===== config.mk =====
export PLATFORM = sky130hd
export DESIGN_NAME = flash_cmd_encoder
export DESIGN_NICKNAME = d
export VERILOG_FILES = /design/src/rtl/flash_enc_pkg.sv /design/src/rtl/flash_geom_decode.sv /design/src/rtl/flash_cmd_addr.sv /design/src/rtl/flash_cmd_replicate.sv /design/src/rtl/flash_status_fold.sv /design/src/rtl/flash_cmd_encoder.sv
export SDC_FILE = /design/constraint.sdc
export NUM_CORES = 1
export LEC_CHECK = 0
export ABC_AREA = 1
export BUFFER_PORTS_ARGS = -buffer_cell sky130_fd_sc_hd__buf_2
export CORE_ASPECT_RATIO = 0.5
export CORE_MARGIN = 2
export CORE_UTILIZATION = 55
export DETAILED_ROUTE_END_ITERATION = 10
export GPL_TIMING_DRIVEN = 0
export PLACE_DENSITY = 0.76
export SKIP_CTS_REPAIR_TIMING = 1
export SLEW_MARGIN = 20
export SYNTH_ARGS = -nofsm -noshare
export SYNTH_HDL_FRONTEND = slang
export SYNTH_SLANG_ARGS = --single-unit

===== constraint.sdc =====
create_clock -name clk -period 0.8 [get_ports clk]
set_input_delay 0.16 -clock clk [delete_from_list [all_inputs] [get_ports clk]]
set_output_delay 0.16 -clock clk [all_outputs]
set_load 0.05 [all_outputs]

===== src/rtl/flash_enc_pkg.sv =====
package flash_enc_pkg;

   typedef struct packed {
      logic       legal;
      logic [3:0] chip_mode;   // lane width in bytes
      logic [3:0] cpw;         // lanes per native word
      logic [3:0] wpb;         // native words per bus
      logic [3:0] word_bytes;  // bytes used in each native word
   } geom_t;

   function automatic logic is_pow2(input logic [7:0] v);
      return (v != 8'd0) && ((v & (v - 8'd1)) == 8'd0);
   endfunction

endpackage


===== src/rtl/flash_geom_decode.sv =====
module flash_geom_decode
   import flash_enc_pkg::*;
#(
   parameter int NATIVE_BYTES  = 4,
   parameter int MAX_BUS_BYTES = 8
) (
   input  logic        clk,
   input  logic        rst_n,
   input  logic [3:0]  bus_bytes,
   input  logic [3:0]  interleave,
   output geom_t       geom
);
   localparam logic [7:0] NB8  = 8'(NATIVE_BYTES);
   localparam logic [7:0] MAX8 = 8'(MAX_BUS_BYTES);

   logic [7:0] bw8, il8, ww8, wpb8, cm8, cpw8;
   logic       mode_ok, cpw_ok, fit_ok;

   always_comb begin
      bw8  = {4'd0, bus_bytes};
      il8  = {4'd0, interleave};
      ww8  = (bw8 > NB8) ? NB8 : bw8;
      wpb8 = (ww8 != 8'd0) ? (bw8 / ww8) : 8'd0;
      cm8  = (il8 != 8'd0) ? (bw8 / il8) : 8'd0;
      cpw8 = (bw8 != 8'd0) ? ((ww8 * il8) / bw8) : 8'd0;
      mode_ok = (cm8 == 8'd1) || (cm8 == 8'd2) || (cm8 == 8'd4);
      cpw_ok  = is_pow2(cpw8) && (cpw8 <= 8'd8);
      fit_ok  = ((cm8 * cpw8) == ww8) && ((wpb8 * ww8) == bw8);
      geom.legal      = is_pow2(bw8) && is_pow2(il8) && (bw8 <= MAX8) &&
                        (il8 <= bw8) && mode_ok && cpw_ok && fit_ok;
      geom.chip_mode  = cm8[3:0];
      geom.cpw        = cpw8[3:0];
      geom.wpb        = wpb8[3:0];
      geom.word_bytes = ww8[3:0];
   end

   // a legal split always rebuilds the bus width from lanes and devices
   AST_MODE_SPLIT: assert property (@(posedge clk) disable iff (!rst_n)
      geom.legal |-> (({4'd0, geom.chip_mode} * il8) == bw8));

endmodule


===== src/rtl/flash_cmd_addr.sv =====
module flash_cmd_addr #(
   parameter int OFS_W  = 16,
   parameter int ADDR_W = 21
) (
   input  logic              clk,
   input  logic              rst_n,
   input  logic [3:0]        bus_bytes,
   input  logic [3:0]        interleave,
   input  logic [2:0]        dev_type,
   input  logic [OFS_W-1:0]  cmd_ofs,
   output logic [ADDR_W-1:0] addr
);
   logic [7:0]        scale, tweak;
   logic [ADDR_W-1:0] base;
   logic              compat;

   always_comb begin
      scale  = {5'd0, dev_type} * {4'd0, interleave};
      tweak  = {5'd0, (dev_type >> 1)} * {4'd0, interleave};
      base   = ADDR_W'(cmd_ofs) * ADDR_W'(scale);
      compat = (scale > {4'd0, bus_bytes}) && (cmd_ofs[7:0] == 8'hAA);
      addr   = compat ? (base | ADDR_W'(tweak)) : base;
   end

   AST_ADDR_SCALED: assert property (@(posedge clk) disable iff (!rst_n)
      (!compat && scale != 8'd0) |-> ((addr % ADDR_W'(scale)) == '0));
   AST_UNLOCK_BITS: assert property (@(posedge clk) disable iff (!rst_n)
      compat |-> ((addr & ADDR_W'(tweak)) == ADDR_W'(tweak)));

endmodule


===== src/rtl/flash_cmd_replicate.sv =====
module flash_cmd_replicate
   import flash_enc_pkg::*;
#(
   parameter int NATIVE_BYTES  = 4,
   parameter int MAX_BUS_BYTES = 8
) (
   input  logic                       clk,
   input  logic                       rst_n,
   input  geom_t                      geom,
   input  logic                       big_endian,
   input  logic [7:0]                 cmd,
   output logic [MAX_BUS_BYTES*8-1:0] data
);
   localparam int NW        = NATIVE_BYTES * 8;
   localparam int MAX_WORDS = MAX_BUS_BYTES / NATIVE_BYTES;

   logic [7:0]    sh8, sh16, sh32;
   logic [NW-1:0] one_cmd, rep8, rep4, rep2;

   always_comb begin
      sh8  = {1'b0, geom.chip_mode, 3'b000};
      sh16 = {geom.chip_mode, 4'b0000};
      sh32 = sh16 << 1;
      one_cmd = big_endian ? (NW'(cmd) << (sh8 - 8'd8)) : NW'(cmd);
   end

   generate
      if (NATIVE_BYTES >= 8) begin : g_step32
         assign rep8 = (geom.cpw == 4'd8) ? (one_cmd | (one_cmd << sh32)) : one_cmd;
      end else begin : g_no_step32
         assign rep8 = one_cmd;
      end
   endgenerate

   assign rep4 = (geom.cpw >= 4'd4) ? (rep8 | (rep8 << sh16)) : rep8;
   assign rep2 = (geom.cpw >= 4'd2) ? (rep4 | (rep4 << sh8)) : rep4;

   generate
      for (genvar w = 0; w < MAX_WORDS; w++) begin : g_word
         assign data[w*NW +: NW] = (geom.legal && (4'(w) < geom.wpb)) ? rep2 : '0;
      end
   endgenerate

   AST_CMD_LOW_LANE: assert property (@(posedge clk) disable iff (!rst_n)
      (geom.legal && !big_endian) |-> (data[7:0] == cmd));
   AST_CMD_HIGH_LANE: assert property (@(posedge clk) disable iff (!rst_n)
      (geom.legal && big_endian) |-> (data[(sh8 - 8'd8) +: 8] == cmd));
   AST_LANE_COPY: assert property (@(posedge clk) disable iff (!rst_n)
      (geom.legal && geom.cpw >= 4'd2) |-> (data[sh8 +: 8] == data[7:0]));

   generate
      if (MAX_WORDS > 1) begin : g_word_chk
         AST_WORD_COPY: assert property (@(posedge clk) disable iff (!rst_n)
            (geom.legal && geom.wpb >= 4'd2) |-> (data[2*NW-1:NW] == data[NW-1:0]));
      end
   endgenerate

endmodule


===== src/rtl/flash_status_fold.sv =====
module flash_status_fold
   import flash_enc_pkg::*;
#(
   parameter int NATIVE_BYTES  = 4,
   parameter int MAX_BUS_BYTES = 8
) (
   input  logic                       clk,
   input  logic                       rst_n,
   input  geom_t                      geom,
   input  logic                       big_endian,
   input  logic [MAX_BUS_BYTES*8-1:0] status_in,
   output logic [31:0]                status_out
);
   localparam int NW        = NATIVE_BYTES * 8;
   localparam int MAX_WORDS = MAX_BUS_BYTES / NATIVE_BYTES;

   logic [7:0]    sh8, sh16, sh32;
   logic [NW-1:0] words_or, folded;
   logic [31:0]   lane;

   always_comb begin
      sh8  = {1'b0, geom.chip_mode, 3'b000};
      sh16 = {geom.chip_mode, 4'b0000};
      sh32 = sh16 << 1;
      words_or = '0;
      for (int w = 0; w < MAX_WORDS; w++) begin
         if (4'(w) < geom.wpb) words_or = words_or | status_in[w*NW +: NW];
      end
      for (int b = 0; b < NATIVE_BYTES; b++) begin
         if (4'(b) >= geom.word_bytes) words_or[b*8 +: 8] = 8'd0;
      end
      folded = words_or;
      if (NATIVE_BYTES >= 8 && geom.cpw == 4'd8) folded = folded | (words_or >> sh32);
      if (geom.cpw >= 4'd4) folded = folded | (words_or >> sh16);
      if (geom.cpw >= 4'd2) folded = folded | (words_or >> sh8);
      lane = folded[31:0];
      case (geom.chip_mode)
         4'd1:    status_out = {24'd0, lane[7:0]};
         4'd2:    status_out = big_endian ? {16'd0, lane[7:0], lane[15:8]}
                                          : {16'd0, lane[15:0]};
         4'd4:    status_out = big_endian ? {lane[7:0], lane[15:8], lane[23:16], lane[31:24]}
                                          : lane;
         default: status_out = 32'd0;
      endcase
      if (!geom.legal) status_out = 32'd0;
   end

   AST_FOLD_KEEPS_BITS: assert property (@(posedge clk) disable iff (!rst_n)
      (geom.legal && !big_endian && geom.chip_mode == 4'd1 && geom.wpb == 4'd1)
      |-> ((status_out[7:0] & status_in[7:0]) == status_in[7:0]));
   AST_FOLD_QUIET: assert property (@(posedge clk) disable iff (!rst_n)
      !geom.legal |-> (status_out == 32'd0));
   AST_FOLD_WIDTH: assert property (@(posedge clk) disable iff (!rst_n)
      (geom.legal && geom.chip_mode == 4'd2) |-> (status_out[31:16] == 16'd0));

endmodule


===== src/rtl/flash_cmd_encoder.sv =====
module flash_cmd_encoder
   import flash_enc_pkg::*;
#(
   parameter int NATIVE_BYTES  = 4,
   parameter int MAX_BUS_BYTES = 8,
   parameter int OFS_W         = 16,
   parameter bit REG_OUT       = 1'b1
) (
   input  logic                         clk,
   input  logic                         rst_n,
   input  logic                         in_valid,
   input  logic [3:0]                   bus_bytes,
   input  logic [3:0]                   interleave,
   input  logic [2:0]                   dev_type,
   input  logic                         big_endian,
   input  logic [7:0]                   cmd,
   input  logic [OFS_W-1:0]             cmd_ofs,
   input  logic [MAX_BUS_BYTES*8-1:0]   status_in,
   output logic                         out_valid,
   output logic                         geom_err,
   output logic [OFS_W+4:0]             bus_addr,
   output logic [MAX_BUS_BYTES*8-1:0]   bus_data,
   output logic [31:0]                  status_out
);
   localparam int ADDR_W = OFS_W + 5;
   localparam int DW     = MAX_BUS_BYTES * 8;

   initial begin
      assert ((NATIVE_BYTES == 4) || (NATIVE_BYTES == 8))
         else $fatal(1, "NATIVE_BYTES must be 4 or 8");
      assert ((MAX_BUS_BYTES >= NATIVE_BYTES) && (MAX_BUS_BYTES <= 8) &&
              ((MAX_BUS_BYTES % NATIVE_BYTES) == 0))
         else $fatal(1, "MAX_BUS_BYTES must be a multiple of NATIVE_BYTES up to 8");
      assert (OFS_W >= 8 && OFS_W <= 26)
         else $fatal(1, "OFS_W out of range");
   end

   geom_t             geom;
   logic [ADDR_W-1:0] addr_raw, addr_c;
   logic [DW-1:0]     data_c;
   logic [31:0]       status_c;
   logic              err_c;

   flash_geom_decode #(
      .NATIVE_BYTES (NATIVE_BYTES),
      .MAX_BUS_BYTES(MAX_BUS_BYTES)
   ) u_decode (
      .clk       (clk),
      .rst_n     (rst_n),
      .bus_bytes (bus_bytes),
      .interleave(interleave),
      .geom      (geom)
   );

   flash_cmd_addr #(
      .OFS_W (OFS_W),
      .ADDR_W(ADDR_W)
   ) u_addr (
      .clk       (clk),
      .rst_n     (rst_n),
      .bus_bytes (bus_bytes),
      .interleave(interleave),
      .dev_type  (dev_type),
      .cmd_ofs   (cmd_ofs),
      .addr      (addr_raw)
   );

   flash_cmd_replicate #(
      .NATIVE_BYTES (NATIVE_BYTES),
      .MAX_BUS_BYTES(MAX_BUS_BYTES)
   ) u_rep (
      .clk       (clk),
      .rst_n     (rst_n),
      .geom      (geom),
      .big_endian(big_endian),
      .cmd       (cmd),
      .data      (data_c)
   );

   flash_status_fold #(
      .NATIVE_BYTES (NATIVE_BYTES),
      .MAX_BUS_BYTES(MAX_BUS_BYTES)
   ) u_fold (
      .clk       (clk),
      .rst_n     (rst_n),
      .geom      (geom),
      .big_endian(big_endian),
      .status_in (status_in),
      .status_out(status_c)
   );

   assign err_c  = !geom.legal;
   assign addr_c = err_c ? '0 : addr_raw;

   generate
      if (REG_OUT) begin : g_reg
         always_ff @(posedge clk or negedge rst_n) begin
            if (!rst_n) begin
               out_valid  <= 1'b0;
               geom_err   <= 1'b0;
               bus_addr   <= '0;
               bus_data   <= '0;
               status_out <= '0;
            end else begin
               out_valid <= in_valid;
               if (in_valid) begin
                  geom_err   <= err_c;
                  bus_addr   <= addr_c;
                  bus_data   <= data_c;
                  status_out <= status_c;
               end
            end
         end

         AST_VALID_LATENCY: assert property (@(posedge clk) disable iff (!rst_n)
            (rst_n && in_valid) |=> out_valid);
         AST_HOLD_NO_STROBE: assert property (@(posedge clk) disable iff (!rst_n)
            !in_valid |=> (!out_valid && $stable(bus_data) && $stable(bus_addr)));
      end else begin : g_comb
         assign out_valid  = in_valid;
         assign geom_err   = err_c;
         assign bus_addr   = addr_c;
         assign bus_data   = data_c;
         assign status_out = status_c;
      end
   endgenerate

   AST_ERR_QUIET: assert property (@(posedge clk) disable iff (!rst_n)
      geom_err |-> (bus_data == '0 && bus_addr == '0 && status_out == 32'd0));

endmodule


==> impl_metrics.json <==
{
  "synth_largest_area_cell": "dfrtp_1",
  "p_int_uw": 39700,
  "cts-root-buf": "clkbuf_16",
  "die_w_um": 251,
  "cts_buffer_depth": 2,
  "required_ns": 1.19,
  "slew_violations": 0,
  "viasPerCell": 5.64,
  "maxCapViolations": 0,
  "dieArea_um2": 32000,
  "dp.cells": 3134,
  "p_leak_uw": 0.0118,
  "path_max_fanout": 10,
  "coreArea_um2": 30100,
  "synth_top_area_share_pct": 17.8,
  "synth.distinct_cells": 58,
  "syn_to_final_growth_pct": 24.1,
  "dp_slack_ns": -16.58,
  "gr-usage-all-layers_pct": 34.6,
  "ys_top_cells_by_area": "dfrtp_1, nand2_1, ha_1",
  "crit_path_frequent_cell": "nand2_2",
  "cts_sinks": 119,
  "grt_max_degree": 74,
  "drt_iter0_markers": 1672,
  "netlist_area_um2": 16800,
  "die_h_um": 127,
  "drtAntennaViolNets": 0,
  "gp_congestion": 1.03,
  "crit_path_start_kind": "input pin",
  "io_pins": 222,
  "antenna_found_initial": 4,
  "fin_cells": 3260,
  "ys_seq_elements": 119,
  "worst_hold_slack_ns": -0.341,
  "p_comb_share_pct": 84.6,
  "slew_headroom_pct": 21.3,
  "max_stage_delay_ns": 0.53,
  "rr_worst_depth": 2,
  "dr.pass1.iters": 6,
  "ys.flop_type": "dfrtp_1",
  "ir_drop_v": 0.00421,
  "setup_ws_ns": -14.49,
  "n_fill_cell": 2631,
  "syn_inst": 2501,
  "p_sw_share_pct": 56.6,
  "p_per_area_nw_per_um2": 4390,
  "skew_ns": 0,
  "status": "complete, but fails checks",
  "finalSetupTns_ns": -1736.33,
  "tightestPinTransition_ns": 1.18,
  "drcViolationCount": 0,
  "cts_tree": "yes",
  "synthArstFlopShare_pct": 100,
  "drive_gt1_share_pct": 21.0,
  "path_class": "input pin to register",
  "finalHoldViolCount": 46,
  "clockPowerShare_pct": 8.8,
  "r2r_start": "bus_addr[1]",
  "overflow": 0,
  "slowest_stage": "fa_2",
  "r2r_slack_ns": 0.06,
  "fin_crit_sh_pct": 1910,
  "hold_path_class": "input pin to async pin",
  "wirelength_um": 57500,
  "arrival_ns": 15.68,
  "clk_latency_ns": 0.45,
  "max_freq_mhz": 65.4,
  "rows": 45,
  "total_power_uw": 91400,
  "grt_pass1_vias": 16516,
  "io_buffers": 216,
  "path_clk_slew_ns": 0.07,
  "vias": 18397,
  "synth_area_per_cell_um2": 6.70,
  "start_util_pct": 55.6,
  "p_seq_share_pct": 6.6,
  "grt_pass1_wl_um": 86700,
  "synth_edf_count": 0,
  "cts_buffers": 17,
  "r2r_end": "bus_addr[1]",
  "wl_per_cell_um": 17.6,
  "violations": "hold timing, setup timing",
  "switchingPower_uw": 51700,
  "yosys_warnings": 0,
  "yosysSeqAreaShare_pct": 17.8,
  "nets": 3205,
  "rsz0062_at_grt": "true",
  "setup.worst_path.end_class": "register",
  "min_period_ns": 15.29,
  "htreeDepth": 4,
  "hpwlAfterDp_um": 42600,
  "finalSetupViolCount": 237
}
==> sequential cells by signal, summed over array words and instances (netlist names) <==
| name | cells |
|---|---|
| out_valid | 1 |
| bus_addr | 21 |
| geom_err | 1 |
| bus_data | 64 |
| status_out | 32 |
==> Yosys cell counts, types with 2 or more instances <==
library cell  instances
o21a_1                3
nand3_1             205
fa_1                 97
nand2_2              22
nor2_4               12
xnor2_1              30
nor2_2               13
inv_2                12
nor3_1               11
a21oi_1              68
o21ai_2               4
buf_1                 5
buf_2                15
xor2_1               37
nand3_4               2
nand2_1             759
clkinv_1              4
o2111ai_1             3
nor4_1                9
buf_6                 5
a2111oi_0             2
buf_4                 6
o31ai_1               2
a31oi_1               3
dfrtp_1             119
o21bai_1             17
o21ai_0             143
nor2_1              173
conb_1                2
inv_1               355
nand2_4               5
nand3b_1              9
or2_2                 6
o21ai_1              25
nand4_1              60
a21oi_2               3
clkbuf_1             54
and2_1                3
nand3_2              10
a21o_1                6
clkbuf_2              2
ha_1                161
a21boi_0              4
==> power groups by stage <==
stage	clock, µW	combinational (µW)	sequential, µW
after detailed placement	0	61600	6130
after floorplan	0	53400	6140
after CTS	7960	62000	6020
after global routing	8310	83400	6010
after global placement	0	60300	6130
final	8010	77300	6020
==> through the flow <==
| stage | utilization (%) | hold slack (ns) | area (µm²) |
|---|---|---|---|
| detailed placement | 62.1 | 0.134 | 18700 |
| global placement | 62.0 | 0.302 | 18700 |
| CTS | 64.0 | -0.334 | 19300 |
| finish | 69.0 | -0.341 | 20800 |
| floorplan | - | -0.136 | 17100 |
| global route | 69.0 | -0.304 | 20800 |
==> worst max path at each step <==
stage                             from        endpoint  cells past startpoint  slack (ns)
after floorplan           bus_bytes[2]    bus_data[32]                    109      -13.13
after global placement    bus_bytes[3]  status_out[22]                    106      -16.35
after detailed placement  bus_bytes[3]  status_out[22]                    106      -16.58
after CTS                 bus_bytes[3]  status_out[22]                    106      -16.19
after global routing      bus_bytes[2]   status_out[0]                    113      -15.23
final                     bus_bytes[2]   status_out[0]                    113      -14.49
==> layer usage <==
layer	GRT usage, %	share of wire [%]
met1	46.9	43
met5	0	0
met2	53.6	44
met3	9.01	10
met4	12.3	3.4
==> area by class of cell <==
class	instances	area, µm²	area share [%]
Multi-Input combinational cell	1940	12700	61.2
Sequential cell	119	2980	14.3
Timing Repair Buffer	306	2010	9.65
Inverter	372	1470	7.08
Buffer	88	528	2.54
Tap cell	399	499	2.40
Clock buffer	17	425	2.05
Clock inverter	15	158	0.758
Antenna cell	4	10.0	0.0481
==> cell usage in the layout (no fill, tap or decap), types with 6 or more instances in the layout <==
cell type and n:
nand2_4 8, a21oi_1 63, buf_2 203, o21ai_2 27, xor2_1 37, ha_4 14
buf_8 7, buf_6 27, inv_2 22, nor3_1 9, nand3b_1 9, ha_1 145
dfrtp_1 118, inv_6 6, nand2_1 740, nor4_1 6, nand3_2 22, conb_1 19
a21o_1 6, fa_1 95, nor2_1 159, nand3_1 190, nor2_4 23, nor2_2 17
o21ai_0 96, clkbuf_16 20, buf_4 88, inv_1 337, a21oi_2 6, nand2_2 37
xnor2_1 29, o21bai_1 15, o21ai_1 45, clkbuf_1 50, nand4_1 60
==> critical path, delay by kind of cell <==
kind | cells | cell delay [ns]
adder cells (fa/ha/maj) | 16 | 4.81
AO/OA/AOI/OAI | 25 | 3.08
AND/OR/NAND/NOR | 46 | 5.21
XOR/XNOR | 1 | 0.23
buffers and inverters | 25 | 2.11
==> cells by family after synthesis <==
| family | synth area share, % |
|---|---|
| xor+xnor | 3.50 |
| flops | 17.8 |
| simple gates | 34.5 |
| compound gates | 9.71 |
| buf+inv | 10.9 |
| fa+ha+maj | 23.6 |
| other cells | 0.0448 |
No activity file was read; power rests on OpenSTA's default activity.
